## src/rtl/hdr_rw_pkg.sv

```systemverilog
package hdr_rw_pkg;
  parameter int MAC_W     = 48;
  parameter int WORD_W    = 32;
  parameter int HANDLE_W  = 32;
  parameter int LEN_W     = 16;
  parameter int QID_W     = 20;
  parameter int VLAN_W    = 16;
  parameter int STATS_W   = 16;
  parameter int PORT_W    = 4;
  parameter int RSV_W     = 4;
  parameter int BYTE_W    = 8;
  parameter int MAX_WORDS = 5;
  parameter int VLAN_HDR_LEN = 18;

  localparam int WORD_BYTES = WORD_W / BYTE_W;
  localparam int IDX_W   = $clog2(MAX_WORDS);
  localparam int DESC_W  = STATS_W + HANDLE_W + LEN_W + QID_W + RSV_W + PORT_W + RSV_W;
  localparam int HALF_W  = WORD_W / 2;

  localparam logic [HALF_W-1:0] TPID_VLAN  = 16'h8100;
  localparam logic [HALF_W-1:0] ETYPE_IPV4 = 16'h0800;

  typedef enum logic [1:0] {
    ST_IDLE  = 2'd0,
    ST_WRITE = 2'd1,
    ST_DESC  = 2'd2
  } rwState_t;

  // strobes from control to datapath
  typedef struct packed {
    logic capture;   // latch lookup fields, clear word index
    logic advance;   // current header word accepted
  } rwCtrl_t;

  function automatic logic [DESC_W-1:0] packDesc(
    input logic [STATS_W-1:0]  stats,
    input logic [HANDLE_W-1:0] handle,
    input logic [LEN_W-1:0]    frameLen,
    input logic [QID_W-1:0]    qid,
    input logic [PORT_W-1:0]   port
  );
    return {stats, handle, frameLen, qid, {RSV_W{1'b0}}, port, {RSV_W{1'b0}}};
  endfunction
endpackage

```

## src/rtl/hdr_rw_ctrl.sv

```systemverilog
module hdr_rw_ctrl
  import hdr_rw_pkg::*;
(
  input  logic    clk,
  input  logic    rstN,
  input  logic    macLoaded,
  input  logic    lastWord,
  input  logic    lkValid,
  output logic    lkReady,
  output logic    wrValid,
  input  logic    wrReady,
  output logic    descValid,
  input  logic    descReady,
  output rwCtrl_t ctrl
);
  rwState_t state, stateNext;

  always_comb begin
    lkReady      = (state == ST_IDLE) && macLoaded;
    wrValid      = (state == ST_WRITE);
    descValid    = (state == ST_DESC);
    ctrl.capture = lkValid && lkReady;
    ctrl.advance = wrValid && wrReady;
  end

  always_comb begin
    stateNext = state;
    unique case (state)
      ST_IDLE:  if (ctrl.capture) stateNext = ST_WRITE;
      ST_WRITE: if (ctrl.advance && lastWord) stateNext = ST_DESC;
      ST_DESC:  if (descReady) stateNext = ST_IDLE;
      default:  stateNext = ST_IDLE;
    endcase
  end

  always_ff @(posedge clk) begin
    if (!rstN) state <= ST_IDLE;
    else       state <= stateNext;
  end
endmodule

```

## src/rtl/hdr_rw_datapath.sv

```systemverilog
module hdr_rw_datapath
  import hdr_rw_pkg::*;
(
  input  logic                clk,
  input  logic                rstN,
  input  logic                cfgLoad,
  input  logic [MAC_W-1:0]    cfgMac,
  input  logic [HANDLE_W-1:0] lkHandle,
  input  logic [LEN_W-1:0]    lkIpLen,
  input  logic [QID_W-1:0]    lkQid,
  input  logic [VLAN_W-1:0]   lkVlan,
  input  logic [STATS_W-1:0]  lkStats,
  input  logic [BYTE_W-1:0]   lkDstByte,
  input  logic [PORT_W-1:0]   lkPort,
  input  logic                lkFiveWr,
  input  rwCtrl_t             ctrl,
  output logic                macLoaded,
  output logic                lastWord,
  output logic [HANDLE_W-1:0] wrAddr,
  output logic [WORD_W-1:0]   wrData,
  output logic [WORD_BYTES-1:0] wrByteEn,
  output logic [DESC_W-1:0]   desc
);
  logic [MAC_W-1:0]    srcMac;
  logic [HANDLE_W-1:0] hHandle;
  logic [LEN_W-1:0]    hIpLen;
  logic [QID_W-1:0]    hQid;
  logic [VLAN_W-1:0]   hVlan;
  logic [STATS_W-1:0]  hStats;
  logic [BYTE_W-1:0]   hDst;
  logic [PORT_W-1:0]   hPort;
  logic                hFive;
  logic [IDX_W-1:0]    wordIdx;

  logic [MAC_W-1:0]    dstMac;
  logic [LEN_W-1:0]    frameLen;
  logic [WORD_W-1:0]   hdrWord [MAX_WORDS];

  // local MAC: first load after reset wins
  always_ff @(posedge clk) begin
    if (!rstN) begin
      srcMac    <= '0;
      macLoaded <= 1'b0;
    end else if (cfgLoad && !macLoaded) begin
      srcMac    <= cfgMac;
      macLoaded <= 1'b1;
    end
  end

  // per-packet holding registers
  always_ff @(posedge clk) begin
    if (!rstN) begin
      hHandle <= '0; hIpLen <= '0; hQid <= '0; hVlan <= '0;
      hStats  <= '0; hDst   <= '0; hPort <= '0; hFive <= 1'b0;
    end else if (ctrl.capture) begin
      hHandle <= lkHandle; hIpLen <= lkIpLen; hQid  <= lkQid;
      hVlan   <= lkVlan;   hStats <= lkStats; hDst  <= lkDstByte;
      hPort   <= lkPort;   hFive  <= lkFiveWr;
    end
  end

  always_ff @(posedge clk) begin
    if (!rstN)              wordIdx <= '0;
    else if (ctrl.capture)  wordIdx <= '0;
    else if (ctrl.advance)  wordIdx <= wordIdx + IDX_W'(1);
  end

  assign dstMac   = {srcMac[MAC_W-1:BYTE_W], hDst};
  assign frameLen = hIpLen + LEN_W'(VLAN_HDR_LEN);

  // header image, 18 bytes laid across five words
  always_comb begin
    hdrWord[0] = dstMac[MAC_W-1 -: WORD_W];
    hdrWord[1] = {dstMac[HALF_W-1:0], srcMac[MAC_W-1 -: HALF_W]};
    hdrWord[2] = srcMac[WORD_W-1:0];
    hdrWord[3] = {TPID_VLAN, hVlan};
    hdrWord[4] = {ETYPE_IPV4, {HALF_W{1'b0}}};
  end

  always_comb begin
    wrData   = '0;
    wrByteEn = '1;
    for (int k = 0; k < MAX_WORDS; k++) begin
      if (wordIdx == IDX_W'(k)) wrData = hdrWord[k];
    end
    if (wordIdx == IDX_W'(MAX_WORDS-1))
      wrByteEn = {{(WORD_BYTES/2){1'b1}}, {(WORD_BYTES/2){1'b0}}};
  end

  assign wrAddr   = hHandle + HANDLE_W'(wordIdx) * HANDLE_W'(WORD_BYTES);
  assign lastWord = hFive ? (wordIdx == IDX_W'(MAX_WORDS-1))
                          : (wordIdx == IDX_W'(MAX_WORDS-2));
  assign desc     = packDesc(hStats, hHandle, frameLen, hQid, hPort);
endmodule

```

## src/rtl/vlan_hdr_rewriter.sv

```systemverilog
module vlan_hdr_rewriter
  import hdr_rw_pkg::*;
(
  input  logic                  clk,
  input  logic                  rstN,
  input  logic                  cfgLoad,
  input  logic [MAC_W-1:0]      cfgMac,
  input  logic                  lkValid,
  output logic                  lkReady,
  input  logic [HANDLE_W-1:0]   lkHandle,
  input  logic [LEN_W-1:0]      lkIpLen,
  input  logic [QID_W-1:0]      lkQid,
  input  logic [VLAN_W-1:0]     lkVlan,
  input  logic [STATS_W-1:0]    lkStats,
  input  logic [BYTE_W-1:0]     lkDstByte,
  input  logic [PORT_W-1:0]     lkPort,
  input  logic                  lkFiveWr,
  output logic                  wrValid,
  input  logic                  wrReady,
  output logic [HANDLE_W-1:0]   wrAddr,
  output logic [WORD_W-1:0]     wrData,
  output logic [WORD_BYTES-1:0] wrByteEn,
  output logic                  descValid,
  input  logic                  descReady,
  output logic [DESC_W-1:0]     desc
);
  rwCtrl_t ctrl;
  logic    macLoaded;
  logic    lastWord;

  hdr_rw_ctrl u_ctrl (
    .clk(clk), .rstN(rstN), .macLoaded(macLoaded), .lastWord(lastWord),
    .lkValid(lkValid), .lkReady(lkReady), .wrValid(wrValid), .wrReady(wrReady),
    .descValid(descValid), .descReady(descReady), .ctrl(ctrl)
  );

  hdr_rw_datapath u_dp (
    .clk(clk), .rstN(rstN), .cfgLoad(cfgLoad), .cfgMac(cfgMac),
    .lkHandle(lkHandle), .lkIpLen(lkIpLen), .lkQid(lkQid), .lkVlan(lkVlan),
    .lkStats(lkStats), .lkDstByte(lkDstByte), .lkPort(lkPort), .lkFiveWr(lkFiveWr),
    .ctrl(ctrl), .macLoaded(macLoaded), .lastWord(lastWord),
    .wrAddr(wrAddr), .wrData(wrData), .wrByteEn(wrByteEn), .desc(desc)
  );
endmodule

```

## config.mk

```make
export PLATFORM = sky130hd
export DESIGN_NAME = vlan_hdr_rewriter
export DESIGN_NICKNAME = d
export VERILOG_FILES = /design/src/rtl/hdr_rw_pkg.sv /design/src/rtl/hdr_rw_ctrl.sv /design/src/rtl/hdr_rw_datapath.sv /design/src/rtl/vlan_hdr_rewriter.sv
export SDC_FILE = /design/constraint.sdc
export NUM_CORES = 1
export LEC_CHECK = 0
export BUFFER_PORTS_ARGS = -buffer_cell sky130_fd_sc_hd__buf_4
export CELL_PAD_IN_SITES_DETAIL_PLACEMENT = 1
export CELL_PAD_IN_SITES_GLOBAL_PLACEMENT = 2
export CORE_ASPECT_RATIO = 1.2
export CORE_MARGIN = 3
export CORE_UTILIZATION = 26
export DETAILED_ROUTE_END_ITERATION = 12
export GPL_ROUTABILITY_DRIVEN = 0
export GPL_TIMING_DRIVEN = 0
export PLACE_DENSITY = 0.81
export SETUP_SLACK_MARGIN = 0.5
export SKIP_CTS_REPAIR_TIMING = 1
export SLEW_MARGIN = 20
export SYNTH_ARGS = -nofsm -noshare
export SYNTH_HDL_FRONTEND = slang
export SYNTH_SLANG_ARGS = --single-unit
```

## constraint.sdc

```tcl
create_clock -name clk -period 2.4 [get_ports clk]
set_clock_uncertainty 0.2 [all_clocks]
set_input_delay 0.12 -clock clk [delete_from_list [all_inputs] [get_ports clk]]
set_output_delay 0.12 -clock clk [all_outputs]
set_load 0.005 [all_outputs]
```

==> results.md, run 1 <==
* Final Hold Vio Count at 0
* Pleak at 6.014 nW
* Post-synth cell types at 39
* Maximum buffer depth of the clock tree at 2
* Layout cells sized above 1 at 0.3442
* Worst path buffer plus inverter count at 4
* Seq/Total Area, Yosys at 0.4148
* RSZ-0062 raised after global routing: yes
* First-pass GRT wire length at 48,910 µm
* Post-route ant nets at 0
* Max Cap Viol at 0
* Predominant post-synthesis flop cell: dfxtp_1
* Average cell area after synthesis at 8.019 µm²
* Cts bufs inserted at 17
* Drt pass-1 iters at 4
* Die ar. at 0.03315 mm²
* Die H at 198.9 µm
* Synth async-reset ratio at 0
* CTS tree: yes
* Outcome: finished with violations
* Startpoint Class: flop
* CP max FO at 6
* Core Region at 0.03048 mm²
* # clock sinks at 167
* Ports at 334
* Final wirelength at 37,040 µm
* Initial antenna violation count at 2
* Mapped Cells at 1,005
* Area grow syn2layout at 77.95%
* Cell family with most CP delay: buffers and inverters
* Avg WL per Cell at 18.92 µm
* Post-synth EDFFs at 0
* Largest net degree at the start of global routing at 17
* Most common cell after layout, fill and taps aside: buf_4
* CP cell instances: inv_4 -> ha_4 -> nor3b_4 -> buf_4 -> buf_6 -> a221o_1 -> o211ai_1 -> a21oi_1 -> buf_4
* Tot GR Track Use at 0.1891
* Hold Crit Class: in -> reg
* Failing checks: setup timing
* Via density at 4.694
* CP endpoint kind: output pin
* Critical path data required time at 2080 ps
* Via count at 9,191
* Minimum clock period at 2658 ps
* Synth warn at 0
* Max incr delay on CP at 420 ps
* Critical path start-end classification: reg -> out
* Pwr per Cell Area at 524.5 mW/mm²
* Die Wd at 166.7 µm
* Slew HR at 0.4340
* Clk root buf: clkbuf_16
* Top cell by count, worst path: buf_4
* Drt first-iter violations at 465
* Slowest stage cell, crit path: dfxtp_4
* Clock latency on the worst-skew pair at 430 ps
* Rows at 70
* Detailed placement HPWL at 25,640 µm
* H-Tree Depth at 4
* Fmax at 376.2 MHz
* CTS clk-pin slew, worst paths at 70 ps
* Post-synthesis register bit count at 167
* I/O Buffers at 322
* Fill cells at 3,622
* CP arrival at 2340 ps
* Hold slack final at 83.21 ps
* Cell area after synthesis at 0.008059 mm²
* Actual slew at the worst max-slew pin at 849.1 ps
* Maximum VDD drop at 0.0002774 V
* Nets@finish at 1,724
* Drc violations at 0
* Dpl ws at -411.6 ps
* Period utilization at 1.108
* Number of global-route vias before repair at 8,404
* Fin. max-slew vios at 0
* Final Setup Violations at 52
* Most frequent cells in the layout: buf_4 (353), nand2_1 (351), dlygate4sd3_1 (166)
* Total gr overflow at 0
* Starting Density at 0.2644
* Final worst slack at -258.4 ps
[stage by stage]
stage | cells | utilization | instance area (µm²) | power (W) | TNS, ps
2_1_floorplan | 1013 | - | 8090 | 0.003501 | 0
3_3_place_gp | 1731 | 0.3610 | 11000 | 0.004105 | -5368
3_5_place_dp | 1731 | 0.3610 | 11000 | 0.004127 | -7408
4_1_cts | 1763 | 0.3822 | 11650 | 0.007231 | -29480
5_1_grt | 1958 | 0.4705 | 14340 | 0.007864 | -12330
6_report | 1958 | 0.4705 | 14340 | 0.007521 | -6104
[synth_stat cells (all sizes together) (14+ instances only)]
cell type / instances / area, µm²
o211ai: 16 / 120.1
buf: 51 / 342.8
clkbuf: 36 / 135.1
nand2: 357 / 1340
nor2: 18 / 67.56
a21oi: 23 / 115.1
dfxtp: 167 / 3343
a221oi: 14 / 122.6
nor3: 18 / 112.6
a21boi: 162 / 1216
xnor2: 34 / 297.8
a221o: 18 / 180.2
[power breakdown]
part / internal (W) / leakage [nW] / total, W / switching, W
Clock: 0.00188 / 0.308 / 0.00306 / 0.00118
Sequential: 0.00290 / 1.37 / 0.00303 / 0.000138
Combinational: 0.000822 / 4.33 / 0.00142 / 0.000603
Total: 0.00560 / 6.01 / 0.00752 / 0.00192
[path summary, 6_finish.rpt]
path	startpoint	end	slack, ps	depth (start not counted)
worst max-delay path	u_dp.wordIdx[1]$_SDFFE_PP0P_	wrData[10]	-260	9
worst min-delay path	rstN	u_dp.hHandle[27]$_SDFFE_PN0P_	80	2
worst max register to register	u_dp.macLoaded$_SDFFE_PN0P_	u_dp.hHandle[31]$_SDFFE_PN0P_	570	5
worst min register to register	u_dp.hStats[14]$_SDFFE_PN0P_	u_dp.hStats[14]$_SDFFE_PN0P_	250	2
[flip-flops by register name (all words and copies together) (netlist names)]
signal	flops
u_dp.hHandle	32
u_dp.hFive	1
u_dp.macLoaded	1
u_dp.hQid	20
u_ctrl.state	2
u_dp.srcMac	48
u_dp.hVlan	16
u_dp.hDst	8
u_dp.hPort	4
u_dp.hStats	16
u_dp.hIpLen	16
u_dp.wordIdx	3
[layout make-up]
cell class                 instances  area (µm²)  area share
multi-input combinational        749        4781      0.3334
timing repair buffer             515        4359      0.3040
sequential                       167        3386      0.2361
buffer                            87       623.1     0.04345
tap                              396       495.5     0.03455
clock buffer                      21       450.4     0.03141
clock inverter                    11       196.4     0.01370
inverter                          10       45.04    0.003141
antenna                            2       5.005   0.0003490
[per-layer routing]
layer	part of all wire	wire length, µm	vias to the layer above	GRT usage
li1	-	-	4450	-
met1	0.41	15040	4449	0.2243
met2	0.54	19820	255	0.3518
met3	0.040	1466	37	0.03578
met4	0.019	711	0	0.04829
met5	0	0	-	0
[logic make-up after synthesis]
group	synth area share
AND/OR/NAND/NOR	0.2290
AO/OA/AOI/OAI	0.2279
flip-flops	0.4148
buffers and inverters	0.06397
XOR/XNOR	0.04565
adder cells (fa/ha/maj)	0.01646
other	0.0009319
multiplexers	0.001242
Note: power is estimated with default switching activity, not from simulation.
==> run 2, diff against run 1 <==
--- a/config.mk
+++ b/config.mk
@@ -15,6 +15,7 @@
 export GPL_ROUTABILITY_DRIVEN = 0
 export GPL_TIMING_DRIVEN = 0
 export PLACE_DENSITY = 0.81
+export REMOVE_ABC_BUFFERS = 1
 export SETUP_SLACK_MARGIN = 0.5
 export SKIP_CTS_REPAIR_TIMING = 1
 export SLEW_MARGIN = 20
==> results.md, run 2 (synthesis gave the netlist of run 1 again) <==
* Cts bufs inserted at 17 (unchanged)
* Tot GR Track Use at 0.1741 (was 0.1891)
* R2r worst-path depth at 8 (was 5)
* Die ar. at 0.03315 mm² (unchanged)
* Met3 WL post-DR at 1633 µm (was 1466 µm)
* Wl on met1 at 15,510 µm (was 15,040 µm)
* Hold Crit Class: in -> reg (unchanged)
* Max FFs per register at 48 (unchanged)
* Hold endpoint: u_ctrl.state[0]$_SDFFE_PN0P_ (was u_dp.hHandle[27]$_SDFFE_PN0P_)
* Maximum buffer depth of the clock tree at 2 (unchanged)
* Critical path start-end classification: reg -> out (unchanged)
* Fmax at 394.9 MHz (was 376.2 MHz)
* Most common cell after layout, fill and taps aside: buf_4 (unchanged)
* Core Region at 0.03048 mm² (unchanged)
* Outcome: finished with violations (unchanged)
* Area grow syn2layout at 76.93% (was 77.95%)
* CTS tree: yes (unchanged)
* Actual slew at the worst max-slew pin at 662.7 ps (was 849.1 ps)
* Drt first-iter violations at 359 (was 465)
* Startpoint Class: flop (unchanged)
* Final Hold Vio Count at 0 (unchanged)
* Final instance area at 0.01426 mm² (was 0.01434 mm²)
* Metal2 WL at 20,180 µm (was 19,820 µm)
* I/O Buffers at 323 (was 322)
* Minimum clock period at 2532 ps (was 2658 ps)
* Period utilization at 1.055 (was 1.108)
* Dpl ws at -1597 ps (was -411.6 ps)
* DP Area at 0.01081 mm² (was 0.01100 mm²)
* CP arrival at 2210 ps (was 2340 ps)
* Sw Share at 0.2717 (was 0.2554)
* # placed instances at 1,655 (was 1,731)
* CP endpoint kind: output pin (unchanged)
* Top routing layer in use: met4 (unchanged)
* Avg WL per Cell at 19.81 µm (was 18.92 µm)
* Sw Pwr at 0.001926 W (was 0.001921 W)
* Via count at 9,133 (was 9,191)
* Initial antenna violation count at 0 (was 2)
* Failing checks: setup timing (unchanged)
* Ant diodes at 0 (was 2)
* Post-route ant nets at 0 (unchanged)
* Starting Density at 0.2644 (unchanged)
* Max Cap Viol at 0 (unchanged)
* Clk root buf: clkbuf_16 (unchanged)
* Ports at 334 (unchanged)
* Slew HR at 0.5562 (was 0.4340)
* Drt pass-1 iters at 5 (was 4)
* Largest regs: u_dp.srcMac x48, u_dp.hHandle x32, u_dp.hQid x20 (unchanged)
* Pwr Total at 0.007086 W (was 0.007521 W)
* Hold slack final at 56.05 ps (was 83.21 ps)
* Most frequent cells in the layout: buf_4 (356), nand2_1 (351), dlygate4sd3_1 (165) (was buf_4 (353), nand2_1 (351), dlygate4sd3_1 (166))
* Final std cells w/o fill at 1,914 (was 1,958)
* Pleak at 5.956 nW (was 6.014 nW)
* Layout cells sized above 1 at 0.3406 (was 0.3442)
* CP max FO at 18 (was 6)
* Detailed placement HPWL at 21,260 µm (was 25,640 µm)
* H-Tree Depth at 4 (unchanged)
* Clock latency on the worst-skew pair at 440 ps (was 430 ps)
* # clock sinks at 167 (unchanged)
* Internal power at 0.005161 W (was 0.005600 W)
* Largest net degree at the start of global routing at 94 (was 17)
* Final Setup Violations at 43 (was 52)
* R2r setup slk at 490 ps (was 570 ps)
* Number of global-route vias before repair at 7,927 (was 8,404)
* Largest Register: u_dp.srcMac (unchanged)
* Die H at 198.9 µm (unchanged)
* Min-delay src: lkValid (was rstN)
* Pwr per Cell Area at 497.0 mW/mm² (was 524.5 mW/mm²)
* Hold Crit Depth at 3 (was 2)
* Drc violations at 0 (unchanged)
* Via density at 4.772 (was 4.694)
* Reg2reg start: u_ctrl.state[0]$_SDFFE_PN0P_ (was u_dp.macLoaded$_SDFFE_PN0P_)
* RSZ-0062 raised after global routing: yes (unchanged)
* Reg2reg end: u_dp.hHandle[25]$_SDFFE_PN0P_ (was u_dp.hHandle[31]$_SDFFE_PN0P_)
* Final wirelength at 37,910 µm (was 37,040 µm)
* Combinational power share at 0.204 (was 0.189)
* Nets@finish at 1,684 (was 1,724)
* Fin. max-slew vios at 0 (unchanged)
* Total gr overflow at 0 (unchanged)
* Rows at 70 (unchanged)
* Die Wd at 166.7 µm (unchanged)
* Reg power frac at 0.425 (was 0.403)
* First-pass GRT wire length at 45,500 µm (was 48,910 µm)
* Critical path data required time at 2080 ps (about the same)
* Final worst slack at -132.4 ps (was -258.4 ps)
* Maximum VDD drop at 0.0003304 V (was 0.0002774 V)
* Clk network pwr share at 0.371 (was 0.407)
* CTS clk-pin slew, worst paths at 70 ps (about the same)
==> run 2: cell count changes in the layout (fill, tap and decap cells not counted), moves of 7 or more <==
| cell | change |
|---|---|
| clkbuf_2 | -7 |
| buf_2 | -11 |
| a221oi_1 | +9 |
| buf_12 | +7 |
| buf_6 | -14 |
| clkbuf_1 | -27 |
==> run 2: routing by layer <==
layer  GRT usage  vias up
li1            -     4360
met1      0.2129     4488
met3     0.03677       41
met5           0        -
met4     0.05196        0
met2      0.3092      244
==> run 2: how the worst max path moves through the flow <==
stage                                      start                            to  slack, ps  cells past startpoint
floorplan            u_dp.macLoaded$_SDFFE_PN0P_  u_dp.wordIdx[2]$_SDFFE_PP0P_       -660                      4
global placement     u_dp.macLoaded$_SDFFE_PN0P_    u_dp.hQid[18]$_SDFFE_PN0P_      -3000                      4
detailed placement  u_dp.wordIdx[2]$_SDFFE_PP0P_                    wrData[17]      -1600                      6
CTS                 u_dp.wordIdx[2]$_SDFFE_PP0P_                    wrData[17]      -2080                      6
global route        u_dp.wordIdx[0]$_SDFFE_PP0P_                    wrData[11]       -250                      9
finish              u_dp.wordIdx[0]$_SDFFE_PP0P_                    wrData[14]       -130                      9
==> run 2: final cells by class <==
class,instances,area [µm²]
Timing Repair inverter,1,7.507
Clock inverter,8,77.57
Tap cell,396,495.5
Timing Repair Buffer,554,4960
Inverter,10,55.05
Clock buffer,22,454.2
Fill cell,3527,16220
Multi-Input combinational cell,756,4821
Sequential cell,167,3388
==> run 2: power by group through the flow <==
stage / Clock [W] / Combinational, W / Sequential, W
after CTS: 0.00271 / 0.00103 / 0.00301
after floorplan: 0 / 0.000378 / 0.00305
final: 0.00263 / 0.00144 / 0.00301
after global placement: 0 / 0.000979 / 0.00306
after global routing: 0.00282 / 0.00156 / 0.00303
after detailed placement: 0 / 0.00102 / 0.00307
==> run 2: worst max-delay path, stage by stage (launching register included) <==
cell	delay, ps
dfxtp_4	380
inv_4	60
ha_4	170
nor3b_4	150
buf_6	120
buf_12	150
a221o_1	350
o211ai_1	110
a21oi_2	110
buf_4	150
==> run 2: per-stage QoR <==
step	TNS (ps)	util
after CTS	-68310	0.3721
after floorplan	-79630	-
after global routing	-8516	0.4678
after global placement	-427420	0.3455
after detailed placement	-40830	0.3547
final	-3304	0.4678
